<file path="config.mk">
export PLATFORM = sky130hd
export DESIGN_NAME = gain_word_loader
export DESIGN_NICKNAME = d
export VERILOG_FILES = /design/src/rtl/gwl_pkg.sv /design/src/rtl/gwl_sync.sv /design/src/rtl/gwl_hist.sv /design/src/rtl/gwl_shift.sv /design/src/rtl/gain_word_loader.sv
export SDC_FILE = /design/constraint.sdc
export NUM_CORES = 1
export LEC_CHECK = 0
export ABC_CLOCK_PERIOD_IN_PS = 2200
export BUFFER_PORTS_ARGS = -buffer_cell sky130_fd_sc_hd__buf_4
export CAP_MARGIN = 20
export CORE_UTILIZATION = 30
export CTS_CLUSTER_SIZE = 12
export DETAILED_ROUTE_END_ITERATION = 10
export HOLD_SLACK_MARGIN = 0.05
export SLEW_MARGIN = 20
export SYNTH_ARGS = -nofsm -noshare
export SYNTH_HDL_FRONTEND = slang
export SYNTH_SLANG_ARGS = --single-unit
</file>
<file path="constraint.sdc">
create_clock -name clk -period 2.2 [get_ports clk]
set_input_delay 0.66 -clock clk [delete_from_list [all_inputs] [get_ports clk]]
set_output_delay 0.66 -clock clk [all_outputs]
set_load 0.005 [all_outputs]
</file>
<file path="src/rtl/gwl_pkg.sv">
package gwl_pkg;
  // Positions of the asynchronous inputs inside the synchronizer vector
  localparam int unsigned IDX_DATA = 0;
  localparam int unsigned IDX_SCLK = 1;
  localparam int unsigned IDX_DEN  = 2;
  localparam int unsigned IDX_PD   = 3;
  localparam int unsigned CTL_W    = 4;

  localparam int unsigned GAIN_W_DEF = 8;
  localparam int unsigned SYNC_DEF   = 2;
endpackage

</file>
<file path="src/rtl/gwl_sync.sv">
module gwl_sync #(
  parameter int unsigned W      = 4,
  parameter int unsigned STAGES = 2
) (
  input  logic         clk,
  input  logic         rst_n,
  input  logic [W-1:0] d,
  output logic [W-1:0] q
);
  logic [W-1:0] stage_q [STAGES];

  for (genvar s = 0; s < STAGES; s++) begin : g_stage
    always_ff @(posedge clk or negedge rst_n) begin
      if (!rst_n) stage_q[s] <= '0;
      else if (s == 0) stage_q[s] <= d;
      else stage_q[s] <= stage_q[(s == 0) ? 0 : s-1];
    end
  end

  assign q = stage_q[STAGES-1];
endmodule

</file>
<file path="src/rtl/gwl_hist.sv">
module gwl_hist #(
  parameter int unsigned W = 2
) (
  input  logic         clk,
  input  logic         rst_n,
  input  logic [W-1:0] lvl,
  output logic [W-1:0] prev
);
  always_ff @(posedge clk or negedge rst_n) begin
    if (!rst_n) prev <= '0;
    else        prev <= lvl;
  end
endmodule

</file>
<file path="src/rtl/gwl_shift.sv">
module gwl_shift #(
  parameter int unsigned W = 8
) (
  input  logic         clk,
  input  logic         rst_n,
  input  logic         cap,
  input  logic         adv,
  input  logic         din,
  output logic         master_q,
  output logic [W-1:0] slave_q
);
  function automatic logic [W-1:0] shift_in(input logic [W-1:0] word, input logic b);
    return {word[W-2:0], b};
  endfunction

  always_ff @(posedge clk or negedge rst_n) begin
    if (!rst_n) begin
      master_q <= 1'b0;
      slave_q  <= '0;
    end else begin
      if (cap) master_q <= din;
      if (adv) slave_q  <= shift_in(slave_q, master_q);
    end
  end
endmodule

</file>
<file path="src/rtl/gain_word_loader.sv">
module gain_word_loader #(
  parameter int unsigned GAIN_W      = gwl_pkg::GAIN_W_DEF,
  parameter int unsigned SYNC_STAGES = gwl_pkg::SYNC_DEF
) (
  input  logic              clk,
  input  logic              rst_n,
  input  logic              ser_data,
  input  logic              ser_clk,
  input  logic              load_en_n,
  input  logic              pwr_dn_n,
  output logic [GAIN_W-1:0] gain_code,
  output logic              gain_upd,
  output logic              amp_en
);
  import gwl_pkg::*;

  logic [CTL_W-1:0] raw_vec;
  logic [CTL_W-1:0] sync_vec;
  logic [1:0]       lvl_vec;
  logic [1:0]       prev_vec;

  // Named internal events, observed by the checker
  logic              den_lvl;
  logic              sclk_lvl;
  logic              data_lvl;
  logic              sclk_rise;
  logic              sclk_fall;
  logic              den_rise;
  logic              master_q;
  logic [GAIN_W-1:0] slave_q;

  assign raw_vec = {pwr_dn_n, load_en_n, ser_clk, ser_data};

  gwl_sync #(.W(CTL_W), .STAGES(SYNC_STAGES)) u_sync (
    .clk  (clk),
    .rst_n(rst_n),
    .d    (raw_vec),
    .q    (sync_vec)
  );

  assign data_lvl = sync_vec[IDX_DATA];
  assign sclk_lvl = sync_vec[IDX_SCLK];
  assign den_lvl  = sync_vec[IDX_DEN];
  assign amp_en   = sync_vec[IDX_PD];

  assign lvl_vec = {den_lvl, sclk_lvl};

  gwl_hist #(.W(2)) u_hist (
    .clk  (clk),
    .rst_n(rst_n),
    .lvl  (lvl_vec),
    .prev (prev_vec)
  );

  assign sclk_rise = sclk_lvl & ~prev_vec[0];
  assign sclk_fall = ~sclk_lvl & prev_vec[0];
  assign den_rise  = den_lvl & ~prev_vec[1];

  gwl_shift #(.W(GAIN_W)) u_shift (
    .clk     (clk),
    .rst_n   (rst_n),
    .cap     (sclk_rise & ~den_lvl),
    .adv     (sclk_fall & ~den_lvl),
    .din     (data_lvl),
    .master_q(master_q),
    .slave_q (slave_q)
  );

  always_ff @(posedge clk or negedge rst_n) begin
    if (!rst_n) begin
      gain_code <= '0;
      gain_upd  <= 1'b0;
    end else begin
      gain_upd <= den_rise;
      if (den_rise) gain_code <= slave_q;
    end
  end
endmodule

</file>
==> results.md, run 1 <==
- Status: complete, but fails checks
- Violated checks: DRC
- Hold Crit Class: input pin to asynchronous set/reset pin
- Hold WS: 0.2183 ns
- Max stage delay on crit path: 0.41 ns
- Final number of hold-violating endpoints: 0
- Clock Latency Late Sink: 0.32 ns
- Dominant cell type by area after synthesis: dfrtp_1
- Total CTS buffers: 3
- Fin nets: 75
- Yosys top cell area share: 75.17%
- Pwr Density: about 1100 nW/um^2
- Slowest stage cell, crit path: dfrtp_1
- Num ports: 16
- CP cell instances: buf_4
- Initial Util: 32.68%
- RSZ-0062 raised after global routing: no
- Post-CTS setup buffers: 0
- Share of layout cells above drive strength 1: 55.88%
- Die height: 57.74 um
- Vias in the first global route: 470
- Area grow syn2layout: 20.13%
- Crit path max fanout: 2
- Sw power: 0.0002846 W
- Flop pwr share: 59.7%
- Post-Route Setup TNS: 0 ns
- VDD IR max: between 600 and 700 uV
- Cell row count: 19
- Number of synthesized flops with an enable pin: 0
- Worst slew pin tran: 0.4091 ns
- Slew margin rel.: 72.69%
- Net Sw Frac: a little under a quarter
- Vias: about 440
- Leakage: 0.5310 nW
- # resized after CTS: 0
- Cells after synthesis: 49
- Final Cycle Share: 69.29%
- Most common cell in the netlist: dfrtp_1
- Critical path type: flop to output port
- Top achievable clock speed: 0.6560 GHz
- Largest net degree at the start of global routing: 29
- Mapped Nets: 55
- Max-cap violations: 0
- CP Capture Type: output port
- Number of synthesized register bits: 28
- Critical path depth: 1
- CTS Sinks: 28
- Top cells by area, synth: dfrtp_1, mux2_2, nor3b_4
- Iter 0 DRT Violations: 12
- Synth cell types: 6
- Remaining antenna violation count: 0
- Clock-pin slew on the worst setup and hold paths: 0.14 ns
- Combinational share of power: ~20%
- Die Wd: 57.74 um
- Grt ovf: 0
- Routed length per instance: 11.39 um
- ANT cells: 0
- Int Power: just over 0.0009 W
- Initial antenna violation count: 0
- Top cells by count, synth: dfrtp_1, mux2_2
- CTS tree: yes
- Critical path arrival: 0.86 ns
- Seq/Total Area, Yosys: 75.17%
- GRT Total Usage: 8.186%
- Slew Limit Fails: 0
- Synth Flop Type: dfrtp_1
- Worst-case reg-to-reg path depth: 2
- Element type at the critical path start: flop
- Synth warn: 0
- Core area: 2853 sq um
- Setup-failing EPs final: 0
- Die area: 3334 sq um
- First-pass GRT wire length: 2.001 mm
- Routed WL: 1.128 mm
- CP bufs+invs: 1
- Post-synth ARST share: 100.0%
- CP top delay family: flip-flops
- # hold bufs at CTS: 0
- Gpl congestion: around 0.66
- Clk root buf: clkbuf_4
- H-tree levels: 1
- Clock Power Share: 19.7%
- Maximum clock path buffer count: 2
- Cell Area, Synth: 932.1 sq um
- Clock Skew: ~0.012 ns
- Syn Area/Cell: ~19 sq um
- Remaining DRCs: 1
- Req. time, crit path: 1.54 ns
- I/O Buffers: 15
- Fill cells: 270
- Min Tclk post-route: around 1.5 ns
- Vias per cell: 4.434
- DR pass1 iterations: 6
power by group through the flow:
stage | registers [W] | clock network [W] | logic [W]
floorplan | 0.000725 | 0 | 0.000123
finish | 0.000724 | 0.000239 | 0.000250
detailed placement | 0.000739 | 0 | 0.000256
global placement | 0.000734 | 0 | 0.000251
global route | 0.000746 | 0.000275 | 0.000277
CTS | 0.000726 | 0.000252 | 0.000257
metal layers:
layer | GRT usage (%) | part of all wire (%) | up-vias | wire length (um)
met2 | 13.29 | 46 | 15 | 524
met4 | 2.041 | 0.98 | 0 | 11
met1 | 9.384 | 46 | 218 | 519
met3 | 4.688 | 6.5 | 2 | 73
met5 | 0 | 0 | - | 0
li1 | - | - | 204 | -
worst reg2reg max path, cell delays in order (launching register included):
cell and delay (ns):
dfrtp_1 0.45, nor3b_4 0.40, mux2_2 0.38
final timing paths:
| check | start | endpoint | slack [ns] |
|---|---|---|---|
| worst min-delay path | rst_n | u_shift.slave_q[5] | 0.22 |
| max in group asynchronous | rst_n | u_sync.q[0] | 1.72 |
| worst min register to register | u_sync.stage_q[5] | u_sync.q[1] | 0.37 |
| worst max register to register | u_sync.q[2] | u_shift.slave_q[4] | 0.87 |
| min in group clk | u_sync.stage_q[5] | u_sync.q[1] | 0.37 |
| worst max-delay path | gain_code[5] | gain_code[5] | 0.68 |
kinds of logic (layout without fill, tap and decap cells):
logic type    Yosys count  after routing  share of synthesized area, %
flops                  28             28                         75.17
mux                    17             17                         20.54
simple gates            3              3                         3.491
buf+inv                 1             20                        0.8057
sequential cells by signal, indices dropped and copies added, names as in the netlist:
signal,cells
u_sync.q,4
gain_code,8
u_sync.stage_q,4
u_shift.master_q,1
gain_upd,1
u_shift.slave_q,8
u_hist.prev,2
final cells by class:
type                       count  area, sq um  area share (%)
multi-input combinational     20        224.0           20.00
tap                           31        38.79           3.464
timing repair buffer          16        120.1           10.73
clock buffer                   4        36.28           3.240
sequential                    28        700.7           62.57
layout by cell type, fill, tap and decap left out, drive strengths merged:
cell	n
buf	16
clkbuf	4
dfrtp	28
mux2	17
nor2b	1
nor3b	2
stage by stage:
step / instance area [sq um] / instances / power, W / utilization (%) / worst slack, ns
2_1_floorplan: 932.1 / 49 / 0.0008487 / - / 0.9699
3_3_place_gp: 1084 / 95 / 0.0009849 / 37.98 / 0.8923
3_5_place_dp: 1084 / 95 / 0.0009951 / 37.98 / 0.8702
4_1_cts: 1120 / 99 / 0.001236 / 39.25 / 0.6647
5_1_grt: 1120 / 99 / 0.001297 / 39.25 / 0.6167
6_report: 1120 / 99 / 0.001213 / 39.25 / 0.6756
Power figures use the tool's default switching activity.
==> inputs of run 2 (changes only) <==
--- a/config.mk
+++ b/config.mk
@@ -5,7 +5,7 @@
 export SDC_FILE = /design/constraint.sdc
 export NUM_CORES = 1
 export LEC_CHECK = 0
-export ABC_CLOCK_PERIOD_IN_PS = 2200
+export ABC_CLOCK_PERIOD_IN_PS = 1450
 export BUFFER_PORTS_ARGS = -buffer_cell sky130_fd_sc_hd__buf_4
 export CAP_MARGIN = 20
 export CORE_UTILIZATION = 30
==> constraint.sdc (replaced) <==
create_clock -name clk -period 1.45 [get_ports clk]
set_input_delay 0.435 -clock clk [delete_from_list [all_inputs] [get_ports clk]]
set_output_delay 0.435 -clock clk [all_outputs]
set_load 0.005 [all_outputs]
==> run 2 against run 1 <==
Net effect: the flow still finishes with violations (DRC); hold slack lost 0.0057 ns; first-iteration DRC count fell by 75%; core utilization grew 0.35 points; final cell count is 1.0% higher; design area increased by 0.89%; total power increased by 52%; register-to-register slack worse by 0.76 ns; clock skew down 0.0064 ns; wire length increased by 8.7%; clock-buffer cell count stayed put; highest routed layer unchanged.
==> results.md, run 2 (synthesized netlist as in run 1, its figures left out) <==
- Status: complete, but fails checks (unchanged)
- Violated checks: DRC (unchanged)
- H-tree levels: 1 (unchanged)
- DR pass1 iterations: 6 (unchanged)
- Core area: 2853 sq um (unchanged)
- Area grow syn2layout: 21.21% (was 20.13%)
- Die height: 57.74 um (unchanged)
- GRT Total Usage: 9.121% (was 8.186%)
- Initial antenna violation count: 0 (unchanged)
- Critical path type: flop to flop (was flop to output port)
- Remaining antenna violation count: 0 (unchanged)
- Clock Latency Late Sink: 0.32 ns (about the same)
- Pwr Density: 1635 nW/um^2 (was 1083 nW/um^2)
- Cell row count: 19 (unchanged)
- Most frequent cells in the layout: dfrtp_1, mux2_2, buf_4, clkbuf_4 (unchanged)
- CTS Sinks: 28 (unchanged)
- Remaining DRCs: 1 (unchanged)
- CP bufs+invs: 0 (was 1)
- Die Wd: 57.74 um (unchanged)
- CP Capture Type: flop (was output port)
- RSZ-0062 raised after global routing: no (unchanged)
- Max stage delay on crit path: 0.44 ns (was 0.41 ns)
- Slew Limit Fails: 0 (unchanged)
- Req. time, crit path: 1.67 ns (was 1.54 ns)
- Commonest non-fill, non-tap cell in the layout: dfrtp_1 (unchanged)
- Clock Skew: 0.005970 ns (was 0.01235 ns)
- Crit path max fanout: 8 (was 2)
- Final number of hold-violating endpoints: 0 (unchanged)
- Clk root buf: clkbuf_4 (unchanged)
- Share of layout cells above drive strength 1: 55.07% (was 55.88%)
- Iter 0 DRT Violations: 3 (was 12)
- Die area: 3334 sq um (unchanged)
- Vias per cell: 4.600 (was 4.434)
- Top Registers: gain_code (8), u_shift.slave_q (8) (unchanged)
- Post-Route Setup TNS: 0 ns (unchanged)
- Routed length per instance: 12.26 um (was 11.39 um)
- # resized after CTS: 0 (unchanged)
- Vias in the first global route: 513 (was 470)
- ANT cells: 0 (unchanged)
- Largest net degree at the start of global routing: 29 (unchanged)
- Routed WL: 1.226 mm (was 1.128 mm)
- Min Tclk post-route: 1.339 ns
- Crit path from: u_sync.q[1] (was gain_code[5])
- Leakage: 0.5352 nW (was 0.5310 nW)
- Post-CTS setup buffers: 0 (unchanged)
- VDD IR max: 808.1 uV (was 665.9 uV)
- CP top delay family: flip-flops (unchanged)
- Area taken by multi-input logic gates: 224.0 sq um (unchanged)
- CP cell instances: nor3b_4, mux2_2 (was buf_4)
- R2r startpoint: u_sync.q[1] (was u_sync.q[2])
- Final WS setup: 0.1111 ns (was 0.6756 ns)
- Total CTS buffers: 3 (unchanged)
- Vias: 460 (was 439)
- Fin nets: 76 (was 75)
- I/O Buffers: 15 (unchanged)
- Hold Crit Class: input pin to flop (was input pin to asynchronous set/reset pin)
- Gpl congestion: 0.6923 (was 0.6554)
- Worst slew pin tran: 0.4092 ns (was 0.4091 ns)
- Grt ovf: 0 (unchanged)
- Setup-failing EPs final: 0 (unchanged)
- Register Area: 700.7 sq um (unchanged)
- Critical path arrival: 1.56 ns (was 0.86 ns)
- Slew margin rel.: 72.69% (about the same)
- Slowest stage cell, crit path: dfrtp_1 (unchanged)
- CTS tree: yes (unchanged)
- Initial Util: 32.68% (unchanged)
- Num ports: 16 (unchanged)
- First-pass GRT wire length: 2.221 mm (was 2.001 mm)
- Final Cycle Share: 92.34%
- Element type at the critical path start: flop (unchanged)
- Worst slack at placement: 0.1010 ns (was 0.8702 ns)
- Hold_sp: load_en_n
- Fill cells: 279 (was 270)
- Max-cap violations: 0 (unchanged)
- Maximum clock path buffer count: 2 (unchanged)
- Clock-pin slew on the worst setup and hold paths: 0.13 ns (was 0.14 ns)
- # hold bufs at CTS: 1 (was 0)
- Top achievable clock speed: about 0.75 GHz
[run 2: cell types whose count changed in the layout (fill, tap and decap cells not counted), sizes merged]
cell and change:
dlygate4sd3 +1
[run 2: layout make-up]
cell class	instances	share of cell area, %
clock buffers	4	3.212
multi-input cells	20	19.82
flip-flops and latches	28	62.02
well taps	31	3.433
repair buffers	17	11.52
[run 2: final timing paths]
path                                           end  slack [ns]  cells past startpoint
min in group asynchronous       u_shift.slave_q[7]        0.54                      2
worst min-delay path             u_sync.stage_q[6]        0.21                      1
worst min register to register         u_sync.q[2]        0.36                      0
worst max-delay path            u_shift.slave_q[4]        0.11                      2
max in group asynchronous             gain_code[4]        0.65                      2
worst max register to register  u_shift.slave_q[4]        0.11                      2
[run 2: stage by stage]
| step | total power [W] | instance area (sq um) | instances | util [%] | hold slack, ns |
|---|---|---|---|---|---|
| floorplan | 0.001288 | 932.1 | 49 | - | 0.1394 |
| global placement | 0.001493 | 1084 | 95 | 37.98 | 0.3319 |
| detailed placement | 0.001518 | 1084 | 95 | 37.98 | 0.3371 |
| CTS | 0.001886 | 1130 | 100 | 39.61 | 0.1952 |
| global route | 0.001981 | 1130 | 100 | 39.61 | 0.1702 |
| finish | 0.001847 | 1130 | 100 | 39.61 | 0.2126 |
[run 2: where the power goes]
part / leakage (nW) / switching (W) / internal (W)
Combinational: 0.169 / 0.000113 / 0.000272
Sequential: 0.346 / 0.000118 / 0.000985
Clock: 0.0210 / 0.000205 / 0.000154
[run 2: metal layers]
metal	GRT usage, %	part of all wire (%)	wire, um
met1	9.316	40	486
met3	4.688	6.0	73
met5	0	0	0
met2	15.61	52	634
met4	4.082	2.5	31
==> inputs of run 3 (changes only) <==
--- a/config.mk
+++ b/config.mk
@@ -8,11 +8,14 @@
 export ABC_CLOCK_PERIOD_IN_PS = 1450
 export BUFFER_PORTS_ARGS = -buffer_cell sky130_fd_sc_hd__buf_4
 export CAP_MARGIN = 20
+export CORE_MARGIN = 1
 export CORE_UTILIZATION = 30
+export CTS_CLUSTER_DIAMETER = 150
 export CTS_CLUSTER_SIZE = 12
 export DETAILED_ROUTE_END_ITERATION = 10
 export HOLD_SLACK_MARGIN = 0.05
 export SLEW_MARGIN = 20
 export SYNTH_ARGS = -nofsm -noshare
 export SYNTH_HDL_FRONTEND = slang
+export SYNTH_HIERARCHICAL = 1
 export SYNTH_SLANG_ARGS = --single-unit
==> run 3 against run 2 <==
Net effect: the flow now finishes without violations; clock-buffer cell count down 1; via count down 1.7%; sequential power about the same.
==> results.md, run 3 <==
- Status: finished, final reports clean (was complete, but fails checks)
- Iter 0 DRT Violations: 18 (was 3)
- Slew margin rel.: 76.43% (was 72.69%)
- I/O Buffers: 15 (unchanged)
- Min Tclk post-route: 1.321 ns (was 1.339 ns)
- Max-cap violations: 0 (unchanged)
- Crit path max fanout: 8 (unchanged)
- Die Wd: 60.94 um (was 57.74 um)
- Gpl congestion: 0.6357 (was 0.6923)
- H-tree levels: 1 (unchanged)
- Leakage: 0.5717 nW (was 0.5352 nW)
- Die height: 60.94 um (was 57.74 um)
- Cell Area, Synth: 1042 sq um (was 932.1 sq um)
- GRT Total Usage: 8.124% (was 9.121%)
- Routed length per instance: 10.91 um (was 12.26 um)
- RSZ-0062 raised after global routing: no (unchanged)
- Routed WL: 1.244 mm (was 1.226 mm)
- Grt ovf: 0 (unchanged)
- Top achievable clock speed: 0.7569 GHz (was 0.7469 GHz)
- Pwr Density: 1615 nW/um^2 (was 1635 nW/um^2)
- Post-synth ARST share: 100.0% (unchanged)
- Fill cells: 319 (was 279)
- Remaining DRCs: 0 (was 1)
- Fin nets: 76 (unchanged)
- First-pass GRT wire length: 2.049 mm (was 2.221 mm)
- Core area: 3337 sq um (was 2853 sq um)
- Setup-failing EPs final: 0 (unchanged)
- Worst slew pin tran: 0.3528 ns (was 0.4092 ns)
- Vias in the first global route: 436 (was 513)
- Final Cycle Share: 91.12% (was 92.34%)
- Area grow syn2layout: 14.29% (was 21.21%)
- CTS Sinks: 28 (unchanged)
- Critical path arrival: 1.54 ns (was 1.56 ns)
- Power, Total: 0.001924 W (was 0.001847 W)
- Slew Limit Fails: 0 (unchanged)
- Post-Route Setup TNS: 0 ns (unchanged)
- Number of synthesized register bits: 28 (unchanged)
- Seq/Total Area, Yosys: 67.23% (was 75.17%)
- CP Capture Type: flop (unchanged)
- Syn Area/Cell: 19.30 sq um (was 19.02 sq um)
- Commonest non-fill, non-tap cell in the layout: dfrtp_1 (unchanged)
- Clock Skew: 0.003564 ns (was 0.005970 ns)
- Initial Util: 31.23% (was 32.68%)
- Die area: 3714 sq um (was 3334 sq um)
- Hold Crit Class: input pin to flop (unchanged)
- Initial antenna violation count: 0 (unchanged)
- DR pass1 iterations: 2 (was 6)
- CTS tree: yes (unchanged)
- Most frequent cells in the layout: dfrtp_1, mux2_4, buf_4, clkbuf_4, nor3b_1 (was dfrtp_1, mux2_2, buf_4, clkbuf_4)
- Most common cell in the netlist: dfrtp_1 (unchanged)
- Yosys top cell area share: 67.23% (was 75.17%)
- Top Registers: gain_code (8), u_shift/slave_q (8) (was gain_code (8), u_shift.slave_q (8))
- Final number of hold-violating endpoints: 0 (unchanged)
- Clock-pin slew on the worst setup and hold paths: 0.13 ns (about the same)
- Clk root buf: clkbuf_4 (unchanged)
- Maximum clock path buffer count: 2 (unchanged)
- Synth cell types: 8 (was 6)
- Req. time, crit path: 1.67 ns (about the same)
- Remaining antenna violation count: 0 (unchanged)
- Num ports: 16 (unchanged)
- ANT cells: 0 (unchanged)
- Vias per cell: 3.965 (was 4.600)
- Top cells by count, synth: dfrtp_1, mux2_4, buf_4 (was dfrtp_1, mux2_2)
- Clock Latency Late Sink: 0.32 ns (about the same)
- Dpl hpwl: 832.2 um
- Mapped Nets: 60 (was 55)
- VDD IR max: 376.4 uV (was 808.1 uV)
- Share of layout cells above drive strength 1: 54.41% (was 55.07%)
- Vias: 452 (was 460)
- Post-CTS setup buffers: 0 (unchanged)
- Largest net degree at the start of global routing: 29 (unchanged)
- Top cells by area, synth: dfrtp_1, mux2_4, buf_4 (was dfrtp_1, mux2_2, nor3b_4)
- Cells after synthesis: 54 (was 49)
- Cell row count: 21 (was 19)
- Dominant cell type by area after synthesis: dfrtp_1 (unchanged)
- Synth Flop Type: dfrtp_1 (unchanged)
- Critical path type: flop to flop (unchanged)
- Element type at the critical path start: flop (unchanged)
- Number of synthesized flops with an enable pin: 0 (unchanged)
- Final Util: 35.70% (was 39.61%)
- Synth warn: 6 (was 0)
- Total CTS buffers: 3 (unchanged)
==> run 3: repair_timing <==
action / in CTS / in global routing
endpoints found under the hold margin: 28 / 0
endpoints found under the setup margin: 0 / 0
gates resized for setup: 0 / 0
hold buffers: 1 / 0
==> run 3: path summary, 6_finish.rpt <==
kind	slack, ns	startpoint	depth (start not counted)	to
max	0.13	u_sync/q[2]	3	u_shift/slave_q[0]
max in group asynchronous	0.65	rst_n	2	u_sync/stage_q[4]
min	0.21	ser_data	1	u_sync/stage_q[4]
min in group asynchronous	0.54	rst_n	2	gain_code[4]
min reg2reg	0.37	u_sync/stage_q[7]	0	u_sync/q[3]
max reg2reg	0.13	u_sync/q[2]	3	u_shift/slave_q[0]
==> run 3: layer usage <==
metal  vias to the layer above  wire length [um]  track usage [%]
li1                        209                 -                -
met4                         0                30            5.844
met5                         -                 0                0
met3                         4                48            2.559
met1                       227               594            10.48
met2                        12               570            11.46
==> run 3: cells by family after synthesis <==
| logic type | after synthesis | synth area share [%] |
|---|---|---|
| buffers and inverters | 6 | 5.882 |
| flip-flops | 28 | 67.23 |
| multiplexers | 17 | 24.13 |
| AND/OR/NAND/NOR | 3 | 2.760 |
==> run 3: area by class of cell <==
type	instances	area, sq um	share of cell area (%)
timing repair buffer	17	130.1	10.92
tap	46	57.56	4.832
multi-input combinational	20	280.3	23.53
clock buffer	3	22.52	1.891
sequential	28	700.7	58.82
==> run 3: worst max-delay path, cell delays in order (launching register included) <==
cell and delay [ns]:
dfrtp_1 0.44, nor3b_1 0.24, buf_4 0.24, mux2_4 0.31
==> run 3: through the flow <==
stage,worst slack (ns),instances,instance area [sq um],hold WS (ns)
global route,0.08363,114,1191,0.1846
detailed placement,0.1373,110,1159,0.3379
CTS,0.1094,114,1191,0.1949
floorplan,0.1556,54,1042,0.1394
global placement,0.2145,110,1159,0.3324
finish,0.1288,114,1191,0.2127
==> run 3: power by group <==
part	switching [W]	internal, W
Clock	0.000211	0.0000973
Sequential	0.000136	0.000985
Combinational	0.000114	0.000380
